## src/rtl/sfseq_pkg.sv

```systemverilog
package sfseq_pkg;

  // command word field positions (decoded by software and by this block)
  localparam int OPC_LSB  = 0;
  localparam int DIR_BIT  = 8;
  localparam int DLEN_LSB = 9;
  localparam int KEEP_BIT = 15;
  localparam int DUM_LSB  = 16;
  localparam int ALEN_LSB = 20;
  localparam int CSI_LSB  = 24;

  // status bits
  localparam int STAT_PEND_BIT = 22;
  localparam int STAT_ERR_BIT  = 29;

  // register byte offsets
  localparam logic [7:0] OFF_STAT = 8'h88;
  localparam logic [7:0] OFF_CMD  = 8'h8C;
  localparam logic [7:0] OFF_ADDR = 8'h90;
  localparam logic [7:0] OFF_DATA = 8'h94;

  typedef enum logic [1:0] {PH_OPC, PH_ADDR, PH_DUMMY, PH_DATA} phase_t;

  // control -> datapath strobes
  typedef struct packed {
    logic       start;
    logic [7:0] txByte;
  } dp_ctrl_t;

  // datapath -> control
  typedef struct packed {
    logic       done;
    logic [7:0] rxByte;
  } dp_stat_t;

endpackage

```

## src/rtl/sfseq_shifter.sv

```systemverilog
module sfseq_shifter
  import sfseq_pkg::*;
#(
  parameter int HALF_CYC = 2
) (
  input  logic     clk,
  input  logic     rstN,
  input  dp_ctrl_t ctl,
  output dp_stat_t st,
  output logic     sck,
  output logic     mosi,
  input  logic     miso
);

  localparam int DIV_W = $clog2(HALF_CYC + 1);
  localparam logic [DIV_W-1:0] DIV_LAST = DIV_W'(HALF_CYC - 1);

  logic             busy;
  logic [DIV_W-1:0] divCnt;
  logic [2:0]       bitCnt;
  logic [7:0]       shReg;
  logic             sckR;
  logic             mosiR;
  logic             doneR;

  always_ff @(posedge clk) begin
    if (!rstN) begin
      busy   <= 1'b0;
      divCnt <= '0;
      bitCnt <= '0;
      shReg  <= '0;
      sckR   <= 1'b1;
      mosiR  <= 1'b0;
      doneR  <= 1'b0;
    end else begin
      doneR <= 1'b0;
      if (ctl.start && !busy) begin
        busy   <= 1'b1;
        sckR   <= 1'b0;
        divCnt <= '0;
        bitCnt <= '0;
        shReg  <= ctl.txByte;
        mosiR  <= ctl.txByte[7];
      end else if (busy) begin
        if (divCnt == DIV_LAST) begin
          divCnt <= '0;
          if (!sckR) begin
            sckR  <= 1'b1;
            shReg <= {shReg[6:0], miso};
          end else if (bitCnt == 3'd7) begin
            busy  <= 1'b0;
            doneR <= 1'b1;
          end else begin
            sckR   <= 1'b0;
            bitCnt <= bitCnt + 3'd1;
            mosiR  <= shReg[7];
          end
        end else begin
          divCnt <= divCnt + DIV_W'(1);
        end
      end
    end
  end

  assign sck       = sckR;
  assign mosi      = mosiR;
  assign st.done   = doneR;
  assign st.rxByte = shReg;

endmodule

```

## src/rtl/sfseq_ctrl.sv

```systemverilog
module sfseq_ctrl
  import sfseq_pkg::*;
#(
  parameter int NUM_CS     = 3,
  parameter int ADDR_BYTES = 3,
  parameter int DATA_W     = 32,
  parameter int BUS_AW     = 8
) (
  input  logic              clk,
  input  logic              rstN,
  input  logic [BUS_AW-1:0] busAddr,
  input  logic              busWe,
  input  logic [31:0]       busWdata,
  output logic [31:0]       cmdWord,
  output logic [31:0]       addrWord,
  output logic [DATA_W-1:0] dataWord,
  output logic              errBit,
  output logic              pending,
  output logic              csActive,
  output logic [2:0]        csIdx,
  output dp_ctrl_t          dpCtl,
  input  dp_stat_t          dpSt
);

  localparam int MAX_DBYTES = DATA_W / 8;

  typedef enum logic [1:0] {S_IDLE, S_LAUNCH, S_SHIFT, S_FIN} state_t;

  state_t     state;
  logic       sendOpc;
  logic [2:0] aLeft;
  logic [3:0] dLeft;
  logic [2:0] xLeft;
  logic [2:0] xIdx;
  logic [2:0] curIdx;
  phase_t     curPhase;

  // decode of an incoming command word
  logic [2:0] newIdx, newAlen, newDlen;
  logic [3:0] newDum;
  logic       isCmdWr, badFields, conflict, reject, accept;

  assign newIdx  = busWdata[CSI_LSB +: 3];
  assign newAlen = busWdata[ALEN_LSB +: 3];
  assign newDlen = busWdata[DLEN_LSB +: 3];
  assign newDum  = busWdata[DUM_LSB +: 4];

  assign isCmdWr   = busWe && (busAddr == BUS_AW'(OFF_CMD));
  assign badFields = (int'(newIdx) >= NUM_CS) || (int'(newAlen) > ADDR_BYTES)
                     || (int'(newDlen) > MAX_DBYTES);
  assign conflict  = csActive && (newIdx != csIdx);
  assign reject    = isCmdWr && ((state != S_IDLE) || badFields || conflict);
  assign accept    = isCmdWr && !reject;

  // choose the next byte from the counters still open
  phase_t pickPh;
  logic   anyLeft;
  always_comb begin
    anyLeft = 1'b1;
    pickPh  = PH_OPC;
    if (sendOpc)          pickPh = PH_OPC;
    else if (aLeft != '0) pickPh = PH_ADDR;
    else if (dLeft != '0) pickPh = PH_DUMMY;
    else if (xLeft != '0) pickPh = PH_DATA;
    else                  anyLeft = 1'b0;
  end

  logic              isWrite;
  logic [31:0]       addrShift;
  logic [DATA_W-1:0] dataShift;
  logic [7:0]        txSel;
  logic              launchNow;

  assign isWrite   = cmdWord[DIR_BIT];
  assign addrShift = addrWord >> {aLeft - 3'd1, 3'b000};
  assign dataShift = dataWord >> {xIdx, 3'b000};

  always_comb begin
    case (pickPh)
      PH_OPC:  txSel = cmdWord[OPC_LSB +: 8];
      PH_ADDR: txSel = addrShift[7:0];
      PH_DATA: txSel = isWrite ? dataShift[7:0] : 8'h00;
      default: txSel = 8'h00;
    endcase
  end

  assign launchNow    = (state == S_LAUNCH) || ((state == S_SHIFT) && dpSt.done);
  assign dpCtl.start  = launchNow && anyLeft;
  assign dpCtl.txByte = txSel;
  assign pending      = (state != S_IDLE);

  always_ff @(posedge clk) begin
    if (!rstN) begin
      state    <= S_IDLE;
      cmdWord  <= '0;
      addrWord <= '0;
      dataWord <= '0;
      errBit   <= 1'b0;
      csActive <= 1'b0;
      csIdx    <= '0;
      sendOpc  <= 1'b0;
      aLeft    <= '0;
      dLeft    <= '0;
      xLeft    <= '0;
      xIdx     <= '0;
      curIdx   <= '0;
      curPhase <= PH_OPC;
    end else begin
      // plain register writes
      if (busWe && busAddr == BUS_AW'(OFF_ADDR)) addrWord <= busWdata;
      if (busWe && busAddr == BUS_AW'(OFF_DATA)) dataWord <= busWdata[DATA_W-1:0];
      if (busWe && busAddr == BUS_AW'(OFF_STAT) && busWdata[STAT_ERR_BIT]) errBit <= 1'b0;
      if (reject) errBit <= 1'b1;

      case (state)
        S_IDLE: begin
          if (accept) begin
            cmdWord  <= busWdata;
            sendOpc  <= !csActive;
            csActive <= 1'b1;
            csIdx    <= newIdx;
            aLeft    <= newAlen;
            dLeft    <= newDum;
            xLeft    <= newDlen;
            xIdx     <= '0;
            if (!busWdata[DIR_BIT] && newDlen != '0) dataWord <= '0;
            state    <= S_LAUNCH;
          end
        end
        S_LAUNCH, S_SHIFT: begin
          if (state == S_SHIFT && dpSt.done && curPhase == PH_DATA && !isWrite)
            dataWord[{curIdx, 3'b000} +: 8] <= dpSt.rxByte;
          if (launchNow) begin
            if (anyLeft) begin
              curPhase <= pickPh;
              state    <= S_SHIFT;
              case (pickPh)
                PH_OPC:   sendOpc <= 1'b0;
                PH_ADDR:  aLeft   <= aLeft - 3'd1;
                PH_DUMMY: dLeft   <= dLeft - 4'd1;
                default: begin
                  xLeft  <= xLeft - 3'd1;
                  xIdx   <= xIdx + 3'd1;
                  curIdx <= xIdx;
                end
              endcase
            end else begin
              state <= S_FIN;
            end
          end
        end
        default: begin // S_FIN
          csActive <= cmdWord[KEEP_BIT];
          state    <= S_IDLE;
        end
      endcase
    end
  end

endmodule

```

## src/rtl/sflash_cmd_seq.sv

```systemverilog
module sflash_cmd_seq
  import sfseq_pkg::*;
#(
  parameter int NUM_CS     = 3,
  parameter int HALF_CYC   = 2,
  parameter int ADDR_BYTES = 3,
  parameter int BUS_AW     = 8
) (
  input  logic              clk,
  input  logic              rstN,
  input  logic [BUS_AW-1:0] busAddr,
  input  logic              busWe,
  input  logic [31:0]       busWdata,
  output logic [31:0]       busRdata,
  output logic [NUM_CS-1:0] csN,
  output logic              sck,
  output logic              mosi,
  input  logic              miso
);

  localparam int DATA_W = 32;

  dp_ctrl_t          dpCtl;
  dp_stat_t          dpSt;
  logic [31:0]       cmdWord, addrWord;
  logic [DATA_W-1:0] dataWord;
  logic              errSig, pendingSig, csActive;
  logic [2:0]        csIdx;

  sfseq_ctrl #(
    .NUM_CS(NUM_CS), .ADDR_BYTES(ADDR_BYTES), .DATA_W(DATA_W), .BUS_AW(BUS_AW)
  ) ctrl (
    .clk(clk), .rstN(rstN),
    .busAddr(busAddr), .busWe(busWe), .busWdata(busWdata),
    .cmdWord(cmdWord), .addrWord(addrWord), .dataWord(dataWord),
    .errBit(errSig), .pending(pendingSig),
    .csActive(csActive), .csIdx(csIdx),
    .dpCtl(dpCtl), .dpSt(dpSt)
  );

  sfseq_shifter #(.HALF_CYC(HALF_CYC)) shifter (
    .clk(clk), .rstN(rstN), .ctl(dpCtl), .st(dpSt),
    .sck(sck), .mosi(mosi), .miso(miso)
  );

  for (genvar g = 0; g < NUM_CS; g++) begin : g_cs
    assign csN[g] = !(csActive && (int'(csIdx) == g));
  end

  always_comb begin
    busRdata = '0;
    case (busAddr)
      BUS_AW'(OFF_STAT): begin
        busRdata[STAT_PEND_BIT] = pendingSig;
        busRdata[STAT_ERR_BIT]  = errSig;
      end
      BUS_AW'(OFF_CMD):  busRdata = cmdWord;
      BUS_AW'(OFF_ADDR): busRdata = addrWord;
      BUS_AW'(OFF_DATA): busRdata = dataWord;
      default:           busRdata = '0;
    endcase
  end

endmodule

```

## config.mk

```make
export PLATFORM = sky130hd
export DESIGN_NAME = sflash_cmd_seq
export DESIGN_NICKNAME = d
export VERILOG_FILES = /design/src/rtl/sfseq_pkg.sv /design/src/rtl/sfseq_shifter.sv /design/src/rtl/sfseq_ctrl.sv /design/src/rtl/sflash_cmd_seq.sv
export SDC_FILE = /design/constraint.sdc
export NUM_CORES = 1
export LEC_CHECK = 0
export ABC_AREA = 1
export BUFFER_PORTS_ARGS = -buffer_cell sky130_fd_sc_hd__buf_2
export CAP_MARGIN = 10
export CORE_ASPECT_RATIO = 1.2
export CORE_UTILIZATION = 59
export DETAILED_ROUTE_END_ITERATION = 6
export PLACE_DENSITY = 0.8
export SLEW_MARGIN = 30
export SYNTH_ARGS = -nofsm -noshare
export SYNTH_HDL_FRONTEND = slang
export SYNTH_SLANG_ARGS = --single-unit
```

## constraint.sdc

```tcl
create_clock -name clk -period 2.4 [get_ports clk]
set_input_delay 0.36 -clock clk [delete_from_list [all_inputs] [get_ports clk]]
set_output_delay 0.36 -clock clk [all_outputs]
set_load 0.05 [all_outputs]
```

==> impl_metrics.ini <==
[power_and_ir_drop]
irDropWorstVdd_uv = 628
leakagePower_nw = 3.38
power_density_nw_per_um2 = 858

[critical_path]
cp_max_fo = 8
crit_start = ctrl.curIdx[0]
critPathLaunchType = register
worstPathRequired_ns = 2.68
reg2reg_slack_ns = 0.17
endpoint_kind = register
timing.rr.start = ctrl.curIdx[0]
critical_path_class = register to register
worstPathArrival_ns = 2.51

[synthesis]
synth_seq_area_share = 0.371
yosysUniqueCellTypes = 32
synth_xor_area_frac = 0.00477
syn_inst = 1117
muxShareOfSynthArea = 0
synth_compound_area_frac = 0.239
synth_flop_cell = dfxtp_1
yosysTopAreaCell = dfxtp_1
yosys.area_share.adder = 0.0256
synth_nets = 1176
yosysTopAreaCellShare = 0.371
synth-edff-count = 0
synth_top_family_by_area = simple AND/OR/NAND/NOR gates
synth_area_leaders = dfxtp_1 (37%), nand2_1 (15%), a21oi_1 (11%)
ys_warn_count = 0
synth_area_sq_um = 7340
synthSimpleGateAreaFrac = 0.261
syn_area_per_cell_sq_um = 6.57
ys_async_sr_fraction = 0
ys_ff_latch = 136

[clocking]
clk_latency_ns = 0.43
root_buffer = clkbuf_16
htreeDepth = 4
cts_hold_buf = 0
clock_sinks = 136
cts.clk_slew.worst_paths_ns = 0.06
clockBufferDepth = 2
cts_resized = 0
cts_buffers = 17
cts_tree = yes
cts_setup_buffers = 0

[timing]
tightest_slew_ns = 0.716
layout_min_cycle_time_ns = 2.23
slew_headroom = 0.522
setup_tns_ns = 0
holdWs_ns = 0.221
rsz0062_at_grt = false
finalClockSkew_ns = 0.00909
fmax_mhz = 448
fin_crit_sh = 0.929
drv_slew = 0
hold_violations = 0
final-setup-viol-count = 0

[route]
first_pass_iters = 6
drt-total-wl_um = 23500
wl_per_cell_um = 17.3
via_count = 7971
drcViolationCount = 0
vias_per_cell = 5.88
drtAntennaViolNets = 0
drt_iter0_markers = 997

[cells_and_area]
stdcell_area_sq_um = 8490
final_common_cell = nand2_1
nNetsFinal = 1240
n_antenna_cell = 0
area_growth_pct = 15.6
drive_above_1_share = 0.127
final_cell_mix = nand2_1 (287), a21oi_1 (157), dfxtp_1 (136)

[grt]
gr-usage-met3 = 0.0654
grt_max_degree = 63
antenna_found_initial = 0
grt_use_met1 = 0.477
grt_pass1_wl_um = 36900
grt_busiest_layer = met2
grt_pass1_vias = 7226
grt_overflow = 0
use_met2 = 0.594
grtUsageTotal = 0.369

[status]
outcome = finished clean

[die]
die_w_um = 104
die_y_um = 124
core.rowCount = 44
die-area_sq_um = 12900
start_util = 0.606
io_pins = 81
coreArea_sq_um = 12100

[placement]
port_buffers = 80
placed_area_sq_um = 7910
dp_hpwl_um = 16600
gp_congestion = 0.998

[job]
cap_violations = 0

[min_path]
min-delay-start = busWdata[5]
hp-class = input port to register
-- power by group --
part / switching, mW / internal (mW) / leakage, nW / total [mW]
logic: 1.50 / 0.638 / 2.00 / 2.14
registers: 0.178 / 2.40 / 1.10 / 2.58
clock network: 1.01 / 1.54 / 0.278 / 2.56
-- critical path, cell delays in order, from the launching register on --
cell	delay, ns
dfxtp_1	0.38
inv_1	0.11
ha_1	0.22
ha_1	0.33
nor3_1	0.22
nand4_1	0.16
o21ai_0	0.23
nand3_2	0.23
nand2_1	0.14
a21oi_1	0.07
-- final timing paths --
path	cells after the start	to
min	3	ctrl.addrWord[5]
min reg2reg	2	ctrl.cmdWord[22]
max reg2reg	9	ctrl.dataWord[2]
max	9	ctrl.dataWord[2]
-- layer usage --
metal	up-vias	routed length (um)
li1	3849	-
met5	-	0
met1	3592	9340
met4	0	954
met3	77	2360
met2	453	10800
-- cell type report --
class | count | area (sq um)
Timing Repair Buffer | 105 | 613
Sequential cell | 136 | 2720
Inverter | 127 | 477
Clock inverter | 13 | 130
Tap cell | 161 | 201
Multi-Input combinational cell | 794 | 3900
Fill cell | 1119 | 3630
Clock buffer | 19 | 443
-- cells in the mapped netlist (2+ instances only) --
master	count
or2_2	2
o221ai_1	15
nand3_1	59
o21ai_0	130
nand4_1	26
o21ai_1	2
o2111ai_1	2
nor2_1	52
a21oi_1	157
clkinv_1	4
inv_1	122
nand3_2	7
dfxtp_1	136
buf_2	6
nor2_4	2
ha_1	15
nand2_1	287
clkbuf_1	52
o211ai_1	16
o22ai_1	3
nor3_1	7
o31ai_1	3
xnor2_1	3
-- flip-flops by register name, indices dropped and copies added (netlist names), 4 cells and up --
register,cells
ctrl.addrWord,32
ctrl.dataWord,32
ctrl.cmdWord,30
ctrl.dLeft,4
shifter.shReg,8
-- metrics by stage --
stage               worst slack [ns]  power [mW]  utilization  cells
global placement               0.324        4.66        0.653   1323
global route                  0.0169        7.59        0.701   1355
CTS                            0.227        7.23        0.701   1355
detailed placement             0.267        4.70        0.653   1323
finish                         0.170        7.28        0.701   1355
floorplan                      0.167        3.99            -   1117
-- cell families (layout without fill, tap and decap cells) --
kind of cell	count (synthesis)	in the layout
AOI/OAI and AO/OA	328	328
adders and majority gates	15	15
buffers and inverters	187	264
xor gates and xnor gates	4	4
DFF	136	136
and+or+nand+nor	447	447
(Power assumes the default switching activity.)
